File: src/rtl/snpctl_pkg.sv
// Shared definitions for the snoop port enable controller.
// Assumes a byte-addressed register bus with one window per port.
package snpctl_pkg;
    // Register offsets inside a window (window 0 holds status).
    localparam int CTRL_OFS = 0;
    localparam int STAT_OFS = 12;

    // Per-port control setting: bit 0 snoop, bit 1 DVM.
    typedef enum logic [1:0] {
        PM_OFF   = 2'b00,
        PM_SNOOP = 2'b01,
        PM_DVM   = 2'b10,
        PM_BOTH  = 2'b11
    } port_mode_e;
endpackage

File: src/rtl/snpctl_decode.sv
// Address decoder: turns a bus address into one-hot port control hits
// and a status hit. Assumes NUM_PORTS+1 windows fit in the upper address bits.
module snpctl_decode #(
    parameter int NUM_PORTS = 5,
    parameter int ADDR_W    = 16,
    parameter int WIN_BITS  = 12
) (
    input  logic [ADDR_W-1:0]    addr,
    output logic [NUM_PORTS-1:0] port_hit,
    output logic                 stat_hit
);
    import snpctl_pkg::*;

    localparam int WIN_W = ADDR_W - WIN_BITS;

    logic [WIN_W-1:0]    win;
    logic [WIN_BITS-1:0] ofs;

    assign win = addr[ADDR_W-1:WIN_BITS];
    assign ofs = addr[WIN_BITS-1:0];

    // Status register lives in window 0.
    assign stat_hit = (win == '0) && (ofs == WIN_BITS'(STAT_OFS));

    // Port p owns window p+1; its control register sits at offset 0.
    for (genvar p = 0; p < NUM_PORTS; p++) begin : g_hit
        assign port_hit[p] = (win == WIN_W'(p + 1)) && (ofs == WIN_BITS'(CTRL_OFS));
    end
endmodule

File: src/rtl/snpctl_port.sv
// One port's control register and change handshake. A write that alters
// the setting raises req until ack arrives. Assumes ack is a level
// sampled each clock and that a new change restarts the wait.
module snpctl_port (
    input  logic       clk,
    input  logic       rst_n,
    input  logic       wr_en,
    input  logic [1:0] wr_val,
    input  logic       ack,
    output logic [1:0] mode,
    output logic       req
);
    import snpctl_pkg::*;

    port_mode_e mode_q;
    logic       change;

    assign change = wr_en && (port_mode_e'(wr_val) != mode_q);
    assign mode   = mode_q;

    // Hold the latest written setting.
    always_ff @(posedge clk) begin
        if (!rst_n)
            mode_q <= PM_OFF;
        else if (change)
            mode_q <= port_mode_e'(wr_val);
    end

    // Track whether a change still awaits its acknowledge.
    always_ff @(posedge clk) begin
        if (!rst_n)
            req <= 1'b0;
        else if (change)
            req <= 1'b1;
        else if (ack)
            req <= 1'b0;
    end

    // a changing write always leaves a request open.
    a_r4_change_raises_req: assert property (@(posedge clk) disable iff (!rst_n)
        (wr_en && (wr_val != mode)) |=> req);

    // acknowledge without a new change closes the request.
    a_r6_ack_clears_req: assert property (@(posedge clk) disable iff (!rst_n)
        (ack && !(wr_en && (wr_val != mode))) |=> !req);

    // equal write or idle ack leaves the request as it was.
    a_r5_equal_write_keeps_req: assert property (@(posedge clk) disable iff (!rst_n)
        (wr_en && (wr_val == mode) && !ack) |=> (req == $past(req)));

    // the setting only moves on a write to this port.
    a_r2_mode_stable_without_write: assert property (@(posedge clk) disable iff (!rst_n)
        !wr_en |=> $stable(mode));
endmodule

File: src/rtl/snpctl_status.sv
// Busy aggregation and read-data mux. Status bit 0 is the OR of all
// outstanding requests; port reads return the stored 2-bit setting.
module snpctl_status #(
    parameter int NUM_PORTS = 5,
    parameter int DATA_W    = 32
) (
    input  logic                      rd_en,
    input  logic [NUM_PORTS-1:0]      port_hit,
    input  logic                      stat_hit,
    input  logic [NUM_PORTS-1:0][1:0] modes,
    input  logic [NUM_PORTS-1:0]      pend,
    output logic                      busy,
    output logic [DATA_W-1:0]         rdata
);
    assign busy = |pend;

    // Select read data for the addressed register, zero elsewhere.
    always_comb begin
        rdata = '0;
        if (rd_en) begin
            if (stat_hit)
                rdata[0] = busy;
            for (int p = 0; p < NUM_PORTS; p++)
                if (port_hit[p])
                    rdata[1:0] = modes[p];
        end
    end
endmodule

File: src/rtl/snoop_port_ctrl.sv
// Top of the snoop port enable controller. Full-coherency ports take the
// first windows, lite ports follow; both classes behave alike here.
// Assumes single-cycle register accesses with combinational read data.
module snoop_port_ctrl #(
    parameter int NUM_FULL = 2,
    parameter int NUM_LITE = 3,
    parameter int ADDR_W   = 16,
    parameter int DATA_W   = 32,
    parameter int WIN_BITS = 12,
    localparam int NP      = NUM_FULL + NUM_LITE
) (
    input  logic              clk,
    input  logic              rst_n,
    input  logic              bus_sel,
    input  logic              bus_wr,
    input  logic [ADDR_W-1:0] bus_addr,
    input  logic [DATA_W-1:0] bus_wdata,
    output logic [DATA_W-1:0] bus_rdata,
    output logic [NP-1:0]     snoop_en,
    output logic [NP-1:0]     dvm_en,
    output logic [NP-1:0]     chg_req,
    input  logic [NP-1:0]     chg_ack
);
    logic [NP-1:0]      port_hit;
    logic               stat_hit;
    logic [NP-1:0][1:0] modes;
    logic               busy;
    logic               wr_cyc;
    logic               rd_cyc;
    logic               unused_wdata;

    assign wr_cyc       = bus_sel && bus_wr;
    assign rd_cyc       = bus_sel && !bus_wr;
    assign unused_wdata = ^bus_wdata[DATA_W-1:2];

    snpctl_decode #(
        .NUM_PORTS (NP),
        .ADDR_W    (ADDR_W),
        .WIN_BITS  (WIN_BITS)
    ) u_decode (
        .addr     (bus_addr),
        .port_hit (port_hit),
        .stat_hit (stat_hit)
    );

    for (genvar p = 0; p < NP; p++) begin : g_port
        snpctl_port u_port (
            .clk    (clk),
            .rst_n  (rst_n),
            .wr_en  (wr_cyc && port_hit[p]),
            .wr_val (bus_wdata[1:0]),
            .ack    (chg_ack[p]),
            .mode   (modes[p]),
            .req    (chg_req[p])
        );
        assign snoop_en[p] = modes[p][0];
        assign dvm_en[p]   = modes[p][1];
    end

    snpctl_status #(
        .NUM_PORTS (NP),
        .DATA_W    (DATA_W)
    ) u_status (
        .rd_en    (rd_cyc),
        .port_hit (port_hit),
        .stat_hit (stat_hit),
        .modes    (modes),
        .pend     (chg_req),
        .busy     (busy),
        .rdata    (bus_rdata)
    );

    // writes that hit no port control register leave every enable alone.
    a_r8_stray_write_no_effect: assert property (@(posedge clk) disable iff (!rst_n)
        (wr_cyc && (port_hit == '0)) |=> ($stable(snoop_en) && $stable(dvm_en)));

    // reset leaves all enables and requests low.
    a_r1_reset_clears: assert property (@(posedge clk)
        !rst_n |=> (snoop_en == '0 && dvm_en == '0 && chg_req == '0));
endmodule

File: config.mk
export PLATFORM = sky130hd
export DESIGN_NAME = snoop_port_ctrl
export DESIGN_NICKNAME = d
export VERILOG_FILES = /design/src/rtl/snpctl_pkg.sv /design/src/rtl/snpctl_decode.sv /design/src/rtl/snpctl_port.sv /design/src/rtl/snpctl_status.sv /design/src/rtl/snoop_port_ctrl.sv
export SDC_FILE = /design/constraint.sdc
export NUM_CORES = 1
export LEC_CHECK = 0
export ABC_AREA = 1
export BUFFER_PORTS_ARGS = -buffer_cell sky130_fd_sc_hd__buf_2
export CAP_MARGIN = 15
export CORE_UTILIZATION = 42
export DETAILED_ROUTE_END_ITERATION = 8
export HOLD_SLACK_MARGIN = 0.08
export PLACE_DENSITY = 0.86
export RECOVER_POWER = 100
export SLEW_MARGIN = 20
export SYNTH_ARGS = -nofsm -noshare
export SYNTH_HDL_FRONTEND = slang
export SYNTH_SLANG_ARGS = --single-unit
export TNS_END_PERCENT = 30
File: constraint.sdc
create_clock -name clk -period 1.95 [get_ports clk]
set_input_delay 0 -clock clk [delete_from_list [all_inputs] [get_ports clk]]
set_output_delay 0 -clock clk [all_outputs]
set_load 0.01 [all_outputs]
==> flow_summary_export.csv <==
group,metric,value,unit
outcome,status,"complete, but fails checks",
outcome,violations,"design-rule violations",
critical_path,crit_arrival,1.73,ns
synthesis,avgSynthCellArea,6.70,sq um
layout,multi_input_area,703,sq um
detailed_routing,drcViolationCount,13,
floorplanning,io_pins,104,
synthesis,synth_seq_cells,15,
clock_tree,cts_tree,"built",
global_routing,gr-total-overflow,0,
critical_path,crit_chain,"dlygate4sd3_1, clkbuf_1, xor2_1, o21ai_0, nor2_1, o21ai_0, a21oi_1",
layout,num_antenna_cells,0,
synthesis,synth_warnings,0,
detailed_routing,drt_wl_total,2490,um
clock_tree,htreeDepth,1,
synthesis,synth.cell_area,1270,sq um
global_routing,track_usage,0.144,
timing,max_freq,663,MHz
clock_tree,cts.clk_slew.worst_paths,0.08,ns
job,max-cap-violations,0,
critical_path,worstPathMaxFanout,9,
floorplanning,row_count,19,
timing,rsz0062_at_grt,"no",
critical_path,critPathKind,"input pin to register",
detailed_routing,first_pass_iters,6,
clock_tree,ctsHoldBuffers,7,
detailed_routing,vias,1154,
critical_path,crit_path_end_kind,"register",
global_routing,antenna_found_initial,0,
timing,whs,0.0876,ns
detailed_routing,viasPerCell,4.35,
layout,register_area,300,sq um
critical_path,critPathMostFrequentCell,"o21ai_0",
layout,final_cells,265,
global_routing,grt_pass1_vias,907,
power_and_ir_drop,p_leak,0.706,nW
place,gp_congestion,0.785,
clock_tree,cts_buffer_depth,2,
floorplanning,die-height,57.0,um
clock_tree,root_buffer,"clkbuf_4",
place,port_buffers,43,
critical_path,max_stage_delay,0.53,ns
clock_tree,post_cts_buffers,0,
timing,final-hold-violation-count,0,
critical_path,worst_setup_path_start_kind,"input pin",
floorplanning,core_area,2810,sq um
layout,area_growth,10.9,%
synthesis,ys_types,24,
synthesis,syn_inst,190,
timing,clock-skew-final,0.00494,ns
floorplanning,start_util,0.454,
global_routing,grt_first_pass_wirelength,3760,um
floorplanning,dieArea,3250,sq um
timing,setup_viol,0,
layout,drive_above_1_share,0.158,
floorplanning,die_w,57.0,um
place,place_inst,254,
detailed_routing,wire_per_inst,9.40,um
detailed_routing,dr.first_iter.drc_count,50,
clock_tree,clkSinkCount,15,
clock_tree,clock_latency,0.28,ns
timing,post-route-period-util,0.774,
timing,period_needed,1.51,ns
detailed_routing,ant_nets,0,
power_and_ir_drop,power_density,418,nW/um^2
timing,slew_viol_final,0,
min_path,hold_class,"input pin to register",
global_routing,grt_max_degree,12,
timing,tns,0,ns
critical_path,cp_data_required_time,2.17,ns
layout,n_fill_cell,305,
critical_path,cp_slowest_cell,"dlygate4sd3_1",
layout,final_nets,292,
place,post-dp-hpwl,1980,um
clock_tree,cts.repair.resized,0,
power_and_ir_drop,peakVddDrop,448,uV
clock_tree,numCtsBuffers,3,
synthesis,seq_area_frac_synth,0.236,
==> state kept, by name (all words and copies together), names as in the netlist <==
register	cells
g_port.u_port.mode	10
g_port.u_port.req	5
==> cells by family after synthesis <==
kind of cell              count (synthesis)  share of synthesized area
buffers and inverters                    60                      0.285
DFF                                      15                      0.236
xor gates and xnor gates                 10                     0.0688
and+or+nand+nor                          74                      0.281
AOI/OAI and AO/OA                        30                      0.126
other                                     1                    0.00295
==> report_power, final <==
part | total (mW) | internal, mW | switching (mW)
sequential | 0.306 | 0.306 | 0.00000179
combinational | 0.111 | 0.0410 | 0.0705
clock | 0.172 | 0.0795 | 0.0926
total | 0.590 | 0.426 | 0.163
==> area by class of cell <==
class | count | area share
well taps | 31 | 0.0275
clock buffers | 4 | 0.0186
repair buffers | 50 | 0.187
flip-flops and latches | 15 | 0.213
multi-input cells | 144 | 0.498
inverters | 21 | 0.0559
==> synthesized netlist by cell type <==
| library cell | instances | area (sq um) |
|---|---|---|
| buf_4 | 36 | 270 |
| nor2_1 | 31 | 116 |
| nand2_1 | 21 | 78.8 |
| inv_1 | 18 | 67.6 |
| o21ai_0 | 16 | 80.1 |
| dfxtp_1 | 15 | 300 |
| a21oi_1 | 10 | 50.1 |
| xor2_1 | 8 | 70.1 |
| nand3_1 | 5 | 25.0 |
| nor2_2 | 4 | 25.0 |
| o211ai_1 | 4 | 30.0 |
| inv_2 | 3 | 11.3 |
| nand4_1 | 3 | 18.8 |
| nor2_4 | 3 | 33.8 |
| buf_2 | 2 | 10.0 |
| nand3b_1 | 2 | 15.0 |
| xnor2_1 | 2 | 17.5 |
| and2_1 | 1 | 6.26 |
| clkbuf_1 | 1 | 3.75 |
| conb_1 | 1 | 3.75 |
| nand2_4 | 1 | 11.3 |
| nand3_2 | 1 | 10.0 |
| nor3_2 | 1 | 10.0 |
| nor3b_1 | 1 | 7.51 |
==> critical path, delay by kind of cell <==
| kind | cells | cell delay [ns] |
|---|---|---|
| compound gates | 3 | 0.36 |
| xor+xnor | 1 | 0.18 |
| buf+inv | 2 | 0.93 |
| simple gates | 1 | 0.27 |
==> final timing paths <==
check,start,to,slack [ns],cells after the start
hold reg to reg,g_port[1].u_port.req$_SDFFE_PN0P_,g_port[1].u_port.req$_SDFFE_PN0P_,0.49,2
setup / recovery,bus_wdata[0],g_port[0].u_port.mode[1]$_SDFFE_PN0P_,0.44,7
setup reg to reg,g_port[0].u_port.mode[0]$_SDFFE_PN0P_,g_port[0].u_port.mode[1]$_SDFFE_PN0P_,0.72,5
hold / removal,bus_wdata[1],g_port[0].u_port.mode[1]$_SDFFE_PN0P_,0.09,3
==> cells in the final DEF, fill, tap and decap left out, types with 4 or more instances in the layout <==
| master | instances |
|---|---|
| a21oi_1 | 10 |
| buf_2 | 26 |
| clkbuf_1 | 18 |
| conb_1 | 30 |
| dfxtp_1 | 15 |
| dlygate4sd3_1 | 7 |
| inv_1 | 19 |
| nand2_1 | 21 |
| nand3_1 | 5 |
| nor2_1 | 35 |
| o211ai_1 | 4 |
| o21ai_0 | 16 |
| xor2_1 | 8 |
==> layer usage <==
layer	part of all wire	wire length [um]	vias up	GRT usage
met2	0.48	1190	49	0.250
met3	0.063	157	2	0.0227
li1	-	-	618	-
met1	0.45	1120	485	0.185
met4	0.0076	19	0	0.0418
met5	0	0	-	0
==> through the flow <==
stage	utilization	instance area (sq um)	total power, mW	setup slack (ns)
2_1_floorplan	-	1380	0.428	0.805
3_3_place_gp	0.482	1350	0.412	0.704
3_5_place_dp	0.482	1350	0.415	0.690
4_1_cts	0.516	1450	0.597	0.530
5_1_grt	0.503	1410	0.623	0.284
6_report	0.503	1410	0.590	0.441
(Power assumes the default switching activity.)
